`config.mk`:
```
export PLATFORM = sky130hd
export DESIGN_NAME = seg_addr_gen
export DESIGN_NICKNAME = d
export VERILOG_FILES = /design/src/rtl/seg_addr_pkg.sv /design/src/rtl/ea_calc.sv /design/src/rtl/seg_pick.sv /design/src/rtl/phys_form.sv /design/src/rtl/seg_addr_gen.sv
export SDC_FILE = /design/constraint.sdc
export NUM_CORES = 1
export LEC_CHECK = 0
export ABC_CLOCK_PERIOD_IN_PS = 2000
export BUFFER_PORTS_ARGS = -buffer_cell sky130_fd_sc_hd__clkbuf_2
export CORE_MARGIN = 5
export CORE_UTILIZATION = 45
export CTS_CLUSTER_DIAMETER = 120
export DETAILED_ROUTE_END_ITERATION = 10
export GPL_TIMING_DRIVEN = 1
export PLACE_DENSITY = 0.73
export SETUP_SLACK_MARGIN = 0.5
export SYNTH_ARGS = -nofsm -noshare
export SYNTH_HDL_FRONTEND = slang
export SYNTH_SLANG_ARGS = --single-unit
```
`constraint.sdc`:
```
create_clock -name clk -period 2 [get_ports clk]
set_input_delay 0.1 -clock clk [delete_from_list [all_inputs] [get_ports clk]]
set_output_delay 0.1 -clock clk [all_outputs]
set_load 0.1 [all_outputs]
```
`src/rtl/seg_addr_pkg.sv`:
```
package seg_addr_pkg;
  localparam int OFS_W  = 16;
  localparam int SEG_SH = 4;
  localparam int PHY_W  = OFS_W + SEG_SH;
  localparam int NSEG   = 4;

  typedef enum logic [2:0] {
    AM_DIRECT = 3'd0,
    AM_RIND   = 3'd1,
    AM_BASED  = 3'd2,
    AM_INDEX  = 3'd3,
    AM_BIDX   = 3'd4
  } amode_e;

  typedef enum logic [1:0] {
    SG_ES = 2'd0,
    SG_CS = 2'd1,
    SG_SS = 2'd2,
    SG_DS = 2'd3
  } seg_e;
endpackage

```
`src/rtl/ea_calc.sv`:
```
module ea_calc
  import seg_addr_pkg::*;
#(
  parameter int W = OFS_W
) (
  input  logic [2:0]   mode,
  input  logic [1:0]   reg_sel,
  input  logic         base_sel,
  input  logic         idx_sel,
  input  logic [W-1:0] disp,
  input  logic         disp_short,
  input  logic [W-1:0] bx,
  input  logic [W-1:0] bp,
  input  logic [W-1:0] si,
  input  logic [W-1:0] di,
  output logic [W-1:0] ea,
  output logic         uses_bp
);
  logic [W-1:0] disp_x, base_v, idx_v, ind_v;

  always_comb begin
    disp_x = disp_short ? {{(W-8){disp[7]}}, disp[7:0]} : disp;
    base_v = base_sel ? bp : bx;
    idx_v  = idx_sel  ? di : si;
    unique case (reg_sel)
      2'd0:    ind_v = bx;
      2'd1:    ind_v = bp;
      2'd2:    ind_v = si;
      default: ind_v = di;
    endcase
  end

  always_comb begin
    ea      = disp_x;
    uses_bp = 1'b0;
    case (mode)
      AM_RIND:  begin ea = ind_v;                  uses_bp = (reg_sel == 2'd1); end
      AM_BASED: begin ea = base_v + disp_x;        uses_bp = base_sel; end
      AM_INDEX: begin ea = idx_v + disp_x;         uses_bp = 1'b0; end
      AM_BIDX:  begin ea = base_v + idx_v + disp_x; uses_bp = base_sel; end
      default:  begin ea = disp_x;                 uses_bp = 1'b0; end
    endcase
  end
endmodule

```
`src/rtl/seg_pick.sv`:
```
module seg_pick
  import seg_addr_pkg::*;
#(
  parameter int W = OFS_W,
  parameter int N = NSEG
) (
  input  logic                 uses_bp,
  input  logic                 ovr_en,
  input  logic [1:0]           ovr_seg,
  input  logic [N-1:0][W-1:0]  seg_vals,
  output logic [1:0]           seg_code,
  output logic [W-1:0]         seg_base
);
  always_comb begin
    if (ovr_en)       seg_code = ovr_seg;
    else if (uses_bp) seg_code = SG_SS;
    else              seg_code = SG_DS;
    seg_base = seg_vals[seg_code];
  end
endmodule

```
`src/rtl/phys_form.sv`:
```
module phys_form
  import seg_addr_pkg::*;
#(
  parameter int W  = OFS_W,
  parameter int SH = SEG_SH,
  localparam int PW = W + SH
) (
  input  logic [W-1:0]  seg_base,
  input  logic [W-1:0]  ofs,
  input  logic          io_sel,
  output logic [PW-1:0] phys
);
  always_comb begin
    if (io_sel) phys = {{SH{1'b0}}, ofs};
    else        phys = {seg_base, {SH{1'b0}}} + {{SH{1'b0}}, ofs};
  end
endmodule

```
`src/rtl/seg_addr_gen.sv`:
```
module seg_addr_gen
  import seg_addr_pkg::*;
(
  input  logic        clk,
  input  logic        rst_n,
  input  logic        in_valid,
  input  logic [2:0]  mode,
  input  logic [1:0]  reg_sel,
  input  logic        base_sel,
  input  logic        idx_sel,
  input  logic [15:0] disp,
  input  logic        disp_short,
  input  logic        ovr_en,
  input  logic [1:0]  ovr_seg,
  input  logic [15:0] bx,
  input  logic [15:0] bp,
  input  logic [15:0] si,
  input  logic [15:0] di,
  input  logic [15:0] dx,
  input  logic [15:0] seg_es,
  input  logic [15:0] seg_cs,
  input  logic [15:0] seg_ss,
  input  logic [15:0] seg_ds,
  input  logic        io_sel,
  input  logic        io_indirect,
  input  logic [7:0]  port_imm,
  output logic        out_valid,
  output logic [15:0] ea,
  output logic [1:0]  seg_used,
  output logic [19:0] phys,
  output logic        is_io
);
  localparam int W  = OFS_W;
  localparam int PW = PHY_W;

  logic [W-1:0]           mem_ea, port_v, ofs_d, seg_base;
  logic                   uses_bp;
  logic [1:0]             seg_code, seg_d;
  logic [NSEG-1:0][W-1:0] seg_vals;
  logic [PW-1:0]          phys_d;

  assign seg_vals = {seg_ds, seg_ss, seg_cs, seg_es};

  ea_calc #(.W(W)) u_ea (
    .mode(mode), .reg_sel(reg_sel), .base_sel(base_sel), .idx_sel(idx_sel),
    .disp(disp), .disp_short(disp_short),
    .bx(bx), .bp(bp), .si(si), .di(di),
    .ea(mem_ea), .uses_bp(uses_bp)
  );

  seg_pick #(.W(W), .N(NSEG)) u_seg (
    .uses_bp(uses_bp), .ovr_en(ovr_en), .ovr_seg(ovr_seg),
    .seg_vals(seg_vals), .seg_code(seg_code), .seg_base(seg_base)
  );

  always_comb begin
    port_v = io_indirect ? dx : {{(W-8){1'b0}}, port_imm};
    ofs_d  = io_sel ? port_v : mem_ea;
    seg_d  = io_sel ? SG_ES : seg_code;
  end

  phys_form #(.W(W), .SH(SEG_SH)) u_phys (
    .seg_base(seg_base), .ofs(ofs_d), .io_sel(io_sel), .phys(phys_d)
  );

  // register stage with explicit clock enable
  always_ff @(posedge clk or negedge rst_n) begin
    if (!rst_n) begin
      out_valid <= 1'b0;
      ea        <= '0;
      seg_used  <= '0;
      phys      <= '0;
      is_io     <= 1'b0;
    end else begin
      out_valid <= in_valid;
      if (in_valid) begin
        ea       <= ofs_d;
        seg_used <= seg_d;
        phys     <= phys_d;
        is_io    <= io_sel;
      end
    end
  end

  AST_VALID_DELAY: assert property (@(posedge clk) disable iff (!rst_n)
    in_valid |=> out_valid);
  AST_HOLD_STALL: assert property (@(posedge clk) disable iff (!rst_n)
    !in_valid |=> ($stable(phys) && $stable(ea) && $stable(seg_used)));
  AST_IO_UPPER_ZERO: assert property (@(posedge clk) disable iff (!rst_n)
    is_io |-> (phys[19:16] == 4'd0 && phys[15:0] == ea && seg_used == 2'd0));
  AST_BP_STACK: assert property (@(posedge clk) disable iff (!rst_n)
    (in_valid && !io_sel && !ovr_en && mode == 3'd1 && reg_sel == 2'd1) |=> seg_used == 2'd2);
  AST_OVR_WINS: assert property (@(posedge clk) disable iff (!rst_n)
    (in_valid && !io_sel && ovr_en) |=> seg_used == $past(ovr_seg));
  AST_DIRECT_PORT: assert property (@(posedge clk) disable iff (!rst_n)
    (in_valid && io_sel && !io_indirect) |=> ea[15:8] == 8'd0);
endmodule

```
==> flow_summary_export.csv, run 1 <==
group,metric,value,unit
drt,drtAntennaViolNets,0,
layout,seq_area,901,µm²
logic_synthesis,synth-edff-count,0,
logic_synthesis,synthFlopType,"dfrtp_1",
die,die_w,124,µm
sta,finalSetupViolCount,31,
logic_synthesis,ys_seq_area_share,15.3,%
worst_setup_path,crit_slowest_cell,"fa_1",
placed_design,port_buffers,223,
clocking,cts_tree,"yes",
sta,grt_setup_unrepaired,"true",
layout,multi_input_area,0.00543,mm²
status,outcome,"finished with violations",
die,start_util,46.3,%
placed_design,gp_congestion,0.956,
worst_setup_path,arrival,4.29,ns
worst_setup_path,crit_path_end_kind,"flip-flop",
placed_design,dp_slack,-2.55,ns
logic_synthesis,synth_area,0.00589,mm²
clocking,cts_root_buf,"clkbuf_16",
clocking,cts_buffers,5,
worst_setup_path,crit_chain,"clkbuf_16 > buf_8 > mux2_4 > fa_1 > ha_4 > buf_4 > a211oi_4 > o211ai_1 > nand4_1 > nand2_2 > xor2_2 > nand3_1 > o311ai_2 > ha_1 > nand3_1 > a31o_4 > a31oi_4 > o21ai_2 > or4_1 > nand3_1",
sta,finalClockSkew,0,ns
grt,overflow,0,
power_and_ir_drop,peakVddDrop,0.409,mV
layout,final_common_cell,"clkbuf_2",
clocking,path_clk_slew,0.06,ns
logic_synthesis,synthSimpleGateAreaFrac,10.8,%
logic_synthesis,synth-async-reset-ratio,100,%
drt,wl,22900,µm
power_and_ir_drop,p_per_area,749,mW/mm²
grt,grt_start_max_net_pins,33,
layout,nFillCells,898,
worst_hold_path,holdCritPathClass,"in -> reg",
worst_setup_path,worstPathMaxFanout,7,
drt,routed_via_density,5.81,
power_and_ir_drop,p_leak,4.61,nW
logic_synthesis,synth_area_per_cell,9.10,µm²
worst_setup_path,cp-start-kind,"input port",
die,core-area,0.0127,mm²
die,fp-row-count,41,
sta,worstMarginPinSlew,0.887,ns
clocking,cts_max_level,2,
drt,drtPass1Iterations,5,
worst_setup_path,cp_top_family,"adder cells",
logic_synthesis,synth-xor-area-share,5.80,%
worst_setup_path,critical_path_buf_inv_count,3,
die,die_area,0.0155,mm²
status,violations,"setup timing",
drt,num_vias,7076,
drt,drc_errors,0,
power_and_ir_drop,total_power,7.23,mW
layout,final_cell_mix,"221 x clkbuf_2, 184 x buf_4, 43 x nand2_1",
logic_synthesis,synth-seq-cells,36,
grt,antenna_found_initial,0,
sta,slew_viol_final,0,
sta,period_share,203,%
sta,period_needed,4.07,ns
logic_synthesis,synth_cells,647,
die,fp.dieH,124,µm
layout,nets,1289,
layout,n_antenna_cell,0,
drt,drt_iter0_drc,490,
sta,setup_ws,-2.07,ns
logic_synthesis,synth_adder_area_share,15.0,%
clocking,insertion_delay,0.28,ns
clocking,clockBufferDepth,2,
worst_setup_path,required,2.22,ns
drt,avgRoutedWirePerCell,18.8,µm
sta,fmax,246,MHz
worst_setup_path,worst_path_most_repeated_cell,"nand3_1",
die,ios,224,
worst_setup_path,critPathMaxStageDelay,0.61,ns
layout,syn2layout_area_growth,63.9,%
sta,slew_headroom,40.7,%
grt,grt_usage,27.4,%
logic_synthesis,synth_cell_type_count,63,
grt,grt_pass1_wl,35300,µm
logic_synthesis,synthMuxAreaShare,26.2,%
placed_design,dpl.hpwl,17900,µm
worst_setup_path,critical_path_class,"in -> reg",
job,drv_cap,0,
logic_synthesis,yosys_warnings,0,
layout,drive_gt1_share,59.5,%
logic_synthesis,synth_compound_area_share,21.5,%
grt,grt_pass1_vias,7227,
logic_synthesis,synth_top_family_by_area,"multiplexers",
logic_synthesis,syn-num-nets,891,
sta,finalHoldViolCount,0,
clocking,clock_sinks,36,
==> synthesized netlist by cell type, types with 7 or more instances <==
cell type,number,area (µm²)
mux2_2,52,586
xor2_1,15,131
xnor2_1,24,210
nor2b_1,7,43.8
o211ai_1,8,60.1
a31oi_1,8,50.1
fa_1,18,360
ha_1,42,526
a221oi_1,9,78.8
mux4_2,30,676
a21oi_1,47,235
mux2i_1,23,230
inv_1,39,146
clkbuf_1,26,97.6
dfrtp_1,36,901
a21o_1,9,67.6
nand2_1,45,169
o21ai_0,57,285
nand3_1,17,85.1
nor2_1,27,101
o22ai_1,9,56.3
==> power by group <==
| group | leakage [nW] | switching [mW] | internal (mW) |
|---|---|---|---|
| registers | 0.431 | 0.0855 | 0.859 |
| clock network | 0.0712 | 0.298 | 0.497 |
| logic | 4.10 | 3.14 | 2.35 |
| total | 4.61 | 3.53 | 3.70 |
==> flip-flops by register name, summed over array words and instances, names as in the netlist <==
name and flops:
ea 16, is_io 1, out_valid 1, phys 16
seg_used 2
==> per-layer routing <==
metal	global-route usage (%)	routed length, µm	vias up
met5	0	0	-
met4	11.0	806	0
met3	4.25	1640	61
met2	47.0	11400	350
met1	34.3	9110	3406
li1	-	-	3259
==> logic make-up (layout without fill, tap and decap cells) <==
family	count (synthesis)	after routing
adder cells (fa/ha/maj)	60	60
AO/OA/AOI/OAI	198	198
AND/OR/NAND/NOR	130	130
multiplexers	107	107
XOR/XNOR	39	39
buffers and inverters	77	476
flip-flops	36	36
==> per-stage QoR <==
stage | TNS [ns] | std cells | hold WS [ns] | utilization [%] | instance area, µm²
after global routing | -42.37 | 1218 | 0.129 | 75.9 | 9650
after CTS | -36.39 | 1208 | 0.0880 | 73.0 | 9280
after detailed placement | -52.52 | 1182 | 0.248 | 68.1 | 8660
after global placement | -50.39 | 1182 | 0.230 | 68.1 | 8660
after floorplan | -37.48 | 647 | -0.196 | - | 6200
final | -39.02 | 1218 | 0.0850 | 75.9 | 9650
==> timing repair <==
item / CTS / global route
resized for setup: 63 / 56
gates cloned: 0 / 1
pin swaps: 47 / 48
hold buffers: 1 / 0
buffers inserted: 17 / 9
hold endpoints to repair: 31 / 0
setup endpoints to repair: 32 / 32
==> tightest hold or removal path: stages <==
cell and delay (ns):
clkbuf_2 0.09, nand3_1 0.07, o221ai_1 0.07
==> path summary, 6_finish.rpt <==
| check | startpoint | end | slack, ns | cells after the start |
|---|---|---|---|---|
| max | idx_sel | phys[15] | -2.07 | 20 |
| min in group asynchronous | rst_n | phys[5] | 0.46 | 2 |
| max reg2reg | phys[15] | phys[15] | 0.94 | 3 |
| min | dx[11] | phys[11] | 0.08 | 3 |
| min reg2reg | phys[14] | phys[14] | 0.49 | 1 |
| max in group asynchronous | rst_n | phys[18] | 0.92 | 3 |
==> area by class of cell <==
type	instances	area share [%]
inverters	39	1.52
multi-input cells	534	56.2
clock buffers	8	1.52
repair buffers	429	29.2
flip-flops and latches	36	9.33
well taps	172	2.23
Note: power is estimated with default switching activity, not from simulation.
==> run 2: changes to the inputs <==
--- a/config.mk
+++ b/config.mk
@@ -7,9 +7,10 @@
 export LEC_CHECK = 0
 export ABC_CLOCK_PERIOD_IN_PS = 2000
 export BUFFER_PORTS_ARGS = -buffer_cell sky130_fd_sc_hd__clkbuf_2
-export CORE_MARGIN = 5
+export CORE_MARGIN = 4
 export CORE_UTILIZATION = 45
 export CTS_CLUSTER_DIAMETER = 120
+export CTS_CLUSTER_SIZE = 12
 export DETAILED_ROUTE_END_ITERATION = 10
 export GPL_TIMING_DRIVEN = 1
 export PLACE_DENSITY = 0.73
==> flow_summary_export.csv, run 2 (synthesis results as in run 1) <==
group,metric,value,unit
layout,syn2layout_area_growth,67.9,%
worst_setup_path,r2r-end,"phys[15]",
clocking,insertion_delay,0.28,ns
clocking,cts_tree,"yes",
grt,grt_usage,28.4,%
die,die_w,122,µm
layout,nFillCells,885,
sta,finalHoldViolCount,0,
placed_design,placed_cell_area,0.00873,mm²
sta,fmax,240,MHz
sta,slew_viol_final,0,
grt,grt_start_max_net_pins,37,
drt,drc_errors,0,
die,fp.dieH,122,µm
die,core-area,0.0127,mm²
die,die_area,0.0150,mm²
power_and_ir_drop,pwr-share-seq,12.6,%
worst_setup_path,required,2.15,ns
clocking,cts_buffers,5,
power_and_ir_drop,p_switching,3.63,mW
clocking,cts_root_buf,"clkbuf_16",
drt,drtAntennaViolNets,0,
sta,period_needed,4.17,ns
worst_hold_path,holdCritPathClass,"in -> reg",
worst_setup_path,critical_path_class,"in -> reg",
placed_design,dpl.cell_count,1186,
clocking,path_clk_slew,0.05,ns
layout,final_cell_mix,"221 x clkbuf_2, 177 x buf_4, 40 x nand2_1",
worst_setup_path,cp-startpoint,"base_sel",
layout,nets,1303,
placed_design,gp_congestion,0.954,
layout,top_regs,"ea x16, phys x16, seg_used x2",
layout,finalInstanceArea,0.00989,mm²
drt,drt_iter0_drc,537,
die,fp-row-count,41,
worst_setup_path,reg2reg_slack,0.92,ns
clocking,clock_sinks,36,
worst_setup_path,rr_startpoint,"phys[15]",
worst_setup_path,arrival,4.32,ns
drt,routed_via_density,5.76,
status,violations,"setup timing",
clocking,clockBufferDepth,2,
die,start_util,46.3,%
layout,instances_no_fill,1232,
sta,slew_headroom,51.1,%
status,outcome,"finished with violations",
grt,overflow,0,
worst_setup_path,crit_path_end_kind,"flip-flop",
placed_design,dpl.hpwl,17600,µm
sta,finalClockSkew,0,ns
worst_setup_path,ff2ff_path_depth,3,
job,drv_cap,0,
layout,finalCoreUtilization,77.7,%
layout,drive_gt1_share,60.8,%
sta,setup_ws,-2.17,ns
grt,grt_pass1_vias,7158,
power_and_ir_drop,p_per_area,761,mW/mm²
power_and_ir_drop,peakVddDrop,0.406,mV
power_and_ir_drop,p_leak,4.76,nW
layout,seq_area,901,µm²
layout,final_common_cell,"clkbuf_2",
worst_setup_path,endpoint,"phys[18]",
placed_design,port_buffers,223,
power_and_ir_drop,p_clk_share,10.6,%
power_and_ir_drop,total_power,7.52,mW
drt,drtPass1Iterations,8,
worst_setup_path,worstPathMaxFanout,5,
sta,grt_setup_unrepaired,"true",
layout,n_antenna_cell,0,
power_and_ir_drop,switching_share,48.3,%
die,ios,224,
power_and_ir_drop,comb_power_share,76.8,%
drt,num_vias,7097,
grt,grt_pass1_wl,34000,µm
clocking,cts_max_level,2,
worst_setup_path,cp-start-kind,"input port",
power_and_ir_drop,power.internal,3.89,mW
sta,period_share,208,%
sta,worstMarginPinSlew,0.732,ns
grt,antenna_found_initial,0,
worst_hold_path,min_from,"ovr_seg[1]",
layout,multi_input_area,0.00545,mm²
drt,avgRoutedWirePerCell,18.8,µm
drt,wl,23100,µm
sta,finalSetupViolCount,31,
[run 2: per-layer routing]
layer,global-route usage [%],vias to the layer above,part of all wire (%)
met5,0,-,0
met4,10.6,0,4.3
met3,3.23,82,6.9
met2,50.9,342,50
met1,34.9,3400,39
li1,-,3273,-
[run 2: layout make-up]
class	instances	area share [%]
inverters	39	1.48
clock buffers	8	1.48
repair buffers	443	30.6
flip-flops and latches	36	9.11
multi-input cells	534	55.1
well taps	172	2.18
[run 2: worst max-delay path, cell delays in order]
cell and delay [ns]:
buf_8 0.10, buf_12 0.13, buf_8 0.13, mux2_4 0.31
fa_1 0.53, ha_4 0.30, o21ai_2 0.07, o211ai_1 0.23
buf_4 0.17, buf_6 0.10, nand4_1 0.09, a32oi_1 0.24
xnor2_1 0.14, o211a_1 0.29, o31ai_2 0.25, ha_2 0.35
o21ai_2 0.11, nand2b_1 0.13, o21ai_2 0.09, o21ai_2 0.08
nand3_1 0.09, xor2_1 0.19, o22ai_2 0.08
[run 2: power by group through the flow]
stage / combinational (mW) / clock [mW] / sequential, mW
global route: 6.12 / 0.839 / 0.956
floorplan: 2.23 / 0 / 1.89
finish: 5.78 / 0.800 / 0.945
CTS: 5.15 / 0.806 / 0.939
detailed placement: 4.74 / 0 / 0.949
global placement: 4.67 / 0 / 0.943
[run 2: repair_timing]
| action | CTS | global route |
|---|---|---|
| cloned | 0 | 1 |
| hold buffers | 1 | 0 |
| endpoints found under the hold margin | 36 | 0 |
| endpoints found under the setup margin | 32 | 32 |
| pin swaps | 48 | 69 |
| setup buffers | 25 | 11 |
| gates resized for setup | 62 | 89 |
[run 2: how the worst min path moves through the flow]
stage	cells after the start	slack, ns	endpoint
finish	3	0.12	seg_used[1]
detailed placement	2	0.18	ea[5]
global route	3	0.16	seg_used[1]
floorplan	0	-0.20	ea[0]
global placement	2	0.17	ea[5]
CTS	3	0.1	phys[11]
[run 2: stage by stage]
step	setup slack [ns]	hold slack [ns]	setup TNS [ns]
finish	-2.17	0.121	-41.91
global route	-2.31	0.158	-45.57
CTS	-2.10	0.0963	-40.20
detailed placement	-2.44	0.178	-50.33
global placement	-2.34	0.170	-47.66
floorplan	-2.05	-0.196	-37.48
==> run 3: changes to the inputs <==
--- a/config.mk
+++ b/config.mk
@@ -5,6 +5,7 @@
 export SDC_FILE = /design/constraint.sdc
 export NUM_CORES = 1
 export LEC_CHECK = 0
+export ABC_AREA = 1
 export ABC_CLOCK_PERIOD_IN_PS = 2000
 export BUFFER_PORTS_ARGS = -buffer_cell sky130_fd_sc_hd__clkbuf_2
 export CORE_MARGIN = 4
==> flow_summary_export.csv, run 3 <==
group,metric,value,unit
status,outcome,"finished with violations",
status,violations,"DRC, setup timing",
sta,finalSetupViolCount,31,
worst_hold_path,holdCritPathClass,"in -> reg",
logic_synthesis,synth_cells,1057,
worst_setup_path,rr_startpoint,"phys[9]",
logic_synthesis,synthFlopType,"dfrtp_1",
power_and_ir_drop,p_leak,5.71,nW
worst_setup_path,critical_path_class,"in -> reg",
logic_synthesis,synth-xor-area-share,1.00,%
power_and_ir_drop,pwr-share-seq,12.5,%
sta,worstMarginPinSlew,0.590,ns
logic_synthesis,synth_top_cell_by_area,"nand2_1",
worst_hold_path,min_from,"dx[10]",
clocking,insertion_delay,0.28,ns
clocking,path_clk_slew,0.06,ns
worst_hold_path,hold_depth,3,
clocking,cts_buffers,5,
die,fp-row-count,42,
worst_setup_path,critical_path_buf_inv_count,4,
worst_setup_path,crit_slowest_cell,"fa_2",
die,die_w,125,µm
sta,grt_setup_unrepaired,"true",
worst_hold_path,hold_path_end,"phys[10]",
sta,finalHoldViolCount,0,
logic_synthesis,synth_area,0.00611,mm²
clocking,cts_root_buf,"clkbuf_16",
logic_synthesis,synth_adder_area_share,14.5,%
drt,drt_iter0_drc,1018,
drt,wl,31900,µm
drt,num_vias,9756,
logic_synthesis,synth_compound_area_share,20.4,%
placed_design,port_buffers,223,
placed_design,dp_slack,-2.05,ns
worst_setup_path,critPathMaxStageDelay,0.57,ns
drt,drc_errors,2,
power_and_ir_drop,p_per_area,680,mW/mm²
logic_synthesis,synthSimpleGateAreaFrac,40.1,%
die,fp.dieH,125,µm
worst_setup_path,arrival,3.94,ns
worst_setup_path,reg2reg_slack,1.12,ns
logic_synthesis,yosys.area.top_type_share,22.8,%
sta,fmax,268,MHz
logic_synthesis,synthMuxAreaShare,0.491,%
worst_setup_path,ff2ff_path_depth,3,
logic_synthesis,yosys_warnings,0,
logic_synthesis,ys_top_cells_by_area,"nand2_1 23%, dfrtp_1 15%, ha_1 8.6%, o21ai_0 7.0%, nor2_1 6.6%",
logic_synthesis,synth_cell_type_count,37,
layout,nets,1784,
worst_setup_path,cp_top_family,"compound AO/OA/AOI/OAI gates",
clocking,clock_sinks,36,
logic_synthesis,yosys-top-cells-count,"371 x nand2_1, 107 x nor2_1, 91 x inv_1, 86 x o21ai_0, 75 x nand3_1",
power_and_ir_drop,p_clk_share,10.6,%
logic_synthesis,synth_top_family_by_area,"simple AND/OR/NAND/NOR gates",
clocking,clockBufferDepth,2,
die,ios,224,
layout,final_cell_mix,"308 x nand2_1, 263 x buf_4, 221 x clkbuf_2",
clocking,cts_tree,"yes",
die,start_util,46.0,%
sta,period_needed,3.72,ns
sta,finalClockSkew,0,ns
grt,antenna_found_initial,0,
sta,period_share,186,%
power_and_ir_drop,p_switching,3.80,mW
placed_design,dpl.hpwl,24200,µm
power_and_ir_drop,peakVddDrop,0.460,mV
layout,top_regs,"ea x16, phys x16, seg_used x2",
layout,multi_input_area,0.00573,mm²
sta,setup_ws,-1.72,ns
sta,slew_headroom,60.3,%
layout,nFillCells,913,
power_and_ir_drop,comb_power_share,77.0,%
grt,grt_usage,36.0,%
grt,grt_pass1_vias,8918,
die,die_area,0.0155,mm²
worst_setup_path,crit_path_end_kind,"flip-flop",
sta,slew_viol_final,0,
clocking,cts_max_level,2,
worst_setup_path,worstPathMaxFanout,6,
grt,grt_start_max_net_pins,37,
logic_synthesis,ys_seq_area_share,14.7,%
logic_synthesis,synth-async-reset-ratio,100,%
drt,drtAntennaViolNets,0,
grt,overflow,0,
logic_synthesis,yosysMostFrequentCell,"nand2_1",
layout,syn2layout_area_growth,77.7,%
layout,seq_area,901,µm²
job,drv_cap,0,
logic_synthesis,syn-num-nets,1301,
grt,grt_pass1_wl,45100,µm
logic_synthesis,synth_area_per_cell,5.78,µm²
placed_design,gp_congestion,1.03,
worst_setup_path,required,2.21,ns
layout,n_antenna_cell,0,
logic_synthesis,synth-edff-count,0,
worst_setup_path,worst_path_most_repeated_cell,"nand2_2",
placed_design,dpl.cell_count,1665,
worst_setup_path,cp-start-kind,"input port",
power_and_ir_drop,switching_share,51.4,%
sta,tns,-31.82,ns
layout,drive_gt1_share,47.6,%
power_and_ir_drop,total_power,7.39,mW
drt,avgRoutedWirePerCell,18.6,µm
drt,drtPass1Iterations,11,
layout,instances_no_fill,1717,
worst_setup_path,r2r-end,"phys[9]",
power_and_ir_drop,power.internal,3.59,mW
logic_synthesis,synth-seq-cells,36,
die,core-area,0.0133,mm²
drt,routed_via_density,5.68,
layout,final_common_cell,"nand2_1",
-- run 3: changes by cell type after synthesis, sizes merged, moves of 20 or more --
cell,previous run,this run
a21oi,47,67
inv,39,94
mux2,52,0
mux2i,24,3
mux4,31,0
nand2,45,375
nand3,17,76
nor2,27,110
o21ai,57,88
xnor2,24,1
-- run 3: worst max-delay path by stage --
stage,start,end,slack [ns],cells after the start
2_1_floorplan,idx_sel,phys[14],-1.39,24
3_3_place_gp,base_sel,phys[19],-2.01,24
3_5_place_dp,base_sel,phys[19],-2.05,24
4_1_cts,idx_sel,phys[19],-1.50,24
5_1_grt,idx_sel,phys[15],-1.85,25
6_report,idx_sel,phys[15],-1.72,25
-- run 3: worst reg2reg max path: stages (launching register included) --
cell and delay (ns):
dfrtp_1 0.40, nand2_1 0.08, o21ai_0 0.10, o21bai_1 0.17
-- run 3: power by group through the flow --
stage	Clock (mW)	Combinational (mW)	Sequential [mW]
2_1_floorplan	0	2.02	1.73
3_3_place_gp	0	4.52	0.926
3_5_place_dp	0	4.55	0.926
4_1_cts	0.777	4.97	0.916
5_1_grt	0.820	6.00	0.931
6_report	0.782	5.68	0.920
-- run 3: timing repair --
item                       in CTS  in global routing
resized for setup             111                124
hold buffers                    1                  0
setup buffers                  16                 25
hold endpoints to repair       36                  0
pin swaps                      45                 65
cloned                          1                  1
setup endpoints to repair      32                 32
-- run 3: through the flow --
step           hold WS, ns  instance area [µm²]  utilization (%)
2_1_floorplan       -0.196                 6430                -
3_3_place_gp         0.167                 9430             70.9
3_5_place_dp         0.176                 9430             70.9
4_1_cts              0.128                10200             76.6
5_1_grt              0.167                10900             81.7
6_report             0.139                10900             81.7
-- run 3: cell type report --
| type | instances | share of cell area (%) |
|---|---|---|
| clock buffers | 5 | 1.15 |
| clock inverters | 3 | 0.173 |
| inverters | 94 | 3.40 |
| multi-input cells | 888 | 52.7 |
| flip-flops and latches | 36 | 8.29 |
| well taps | 176 | 2.03 |
| repair buffers | 515 | 32.3 |
-- run 3: cell families after synthesis --
| logic type | Yosys count |
|---|---|
| AOI/OAI and AO/OA | 221 |
| xor gates and xnor gates | 7 |
| adders and majority gates | 60 |
| buffers and inverters | 133 |
| DFF | 36 |
| muxes | 3 |
| and+or+nand+nor | 597 |
-- run 3: layer usage --
layer  vias up  wire, µm  track usage (%)
li1       4510         -                -
met1      4482     12900             48.3
met2       623     14300             57.4
met3       141      3210             7.25
met4         0      1540             13.2
met5         -         0                0
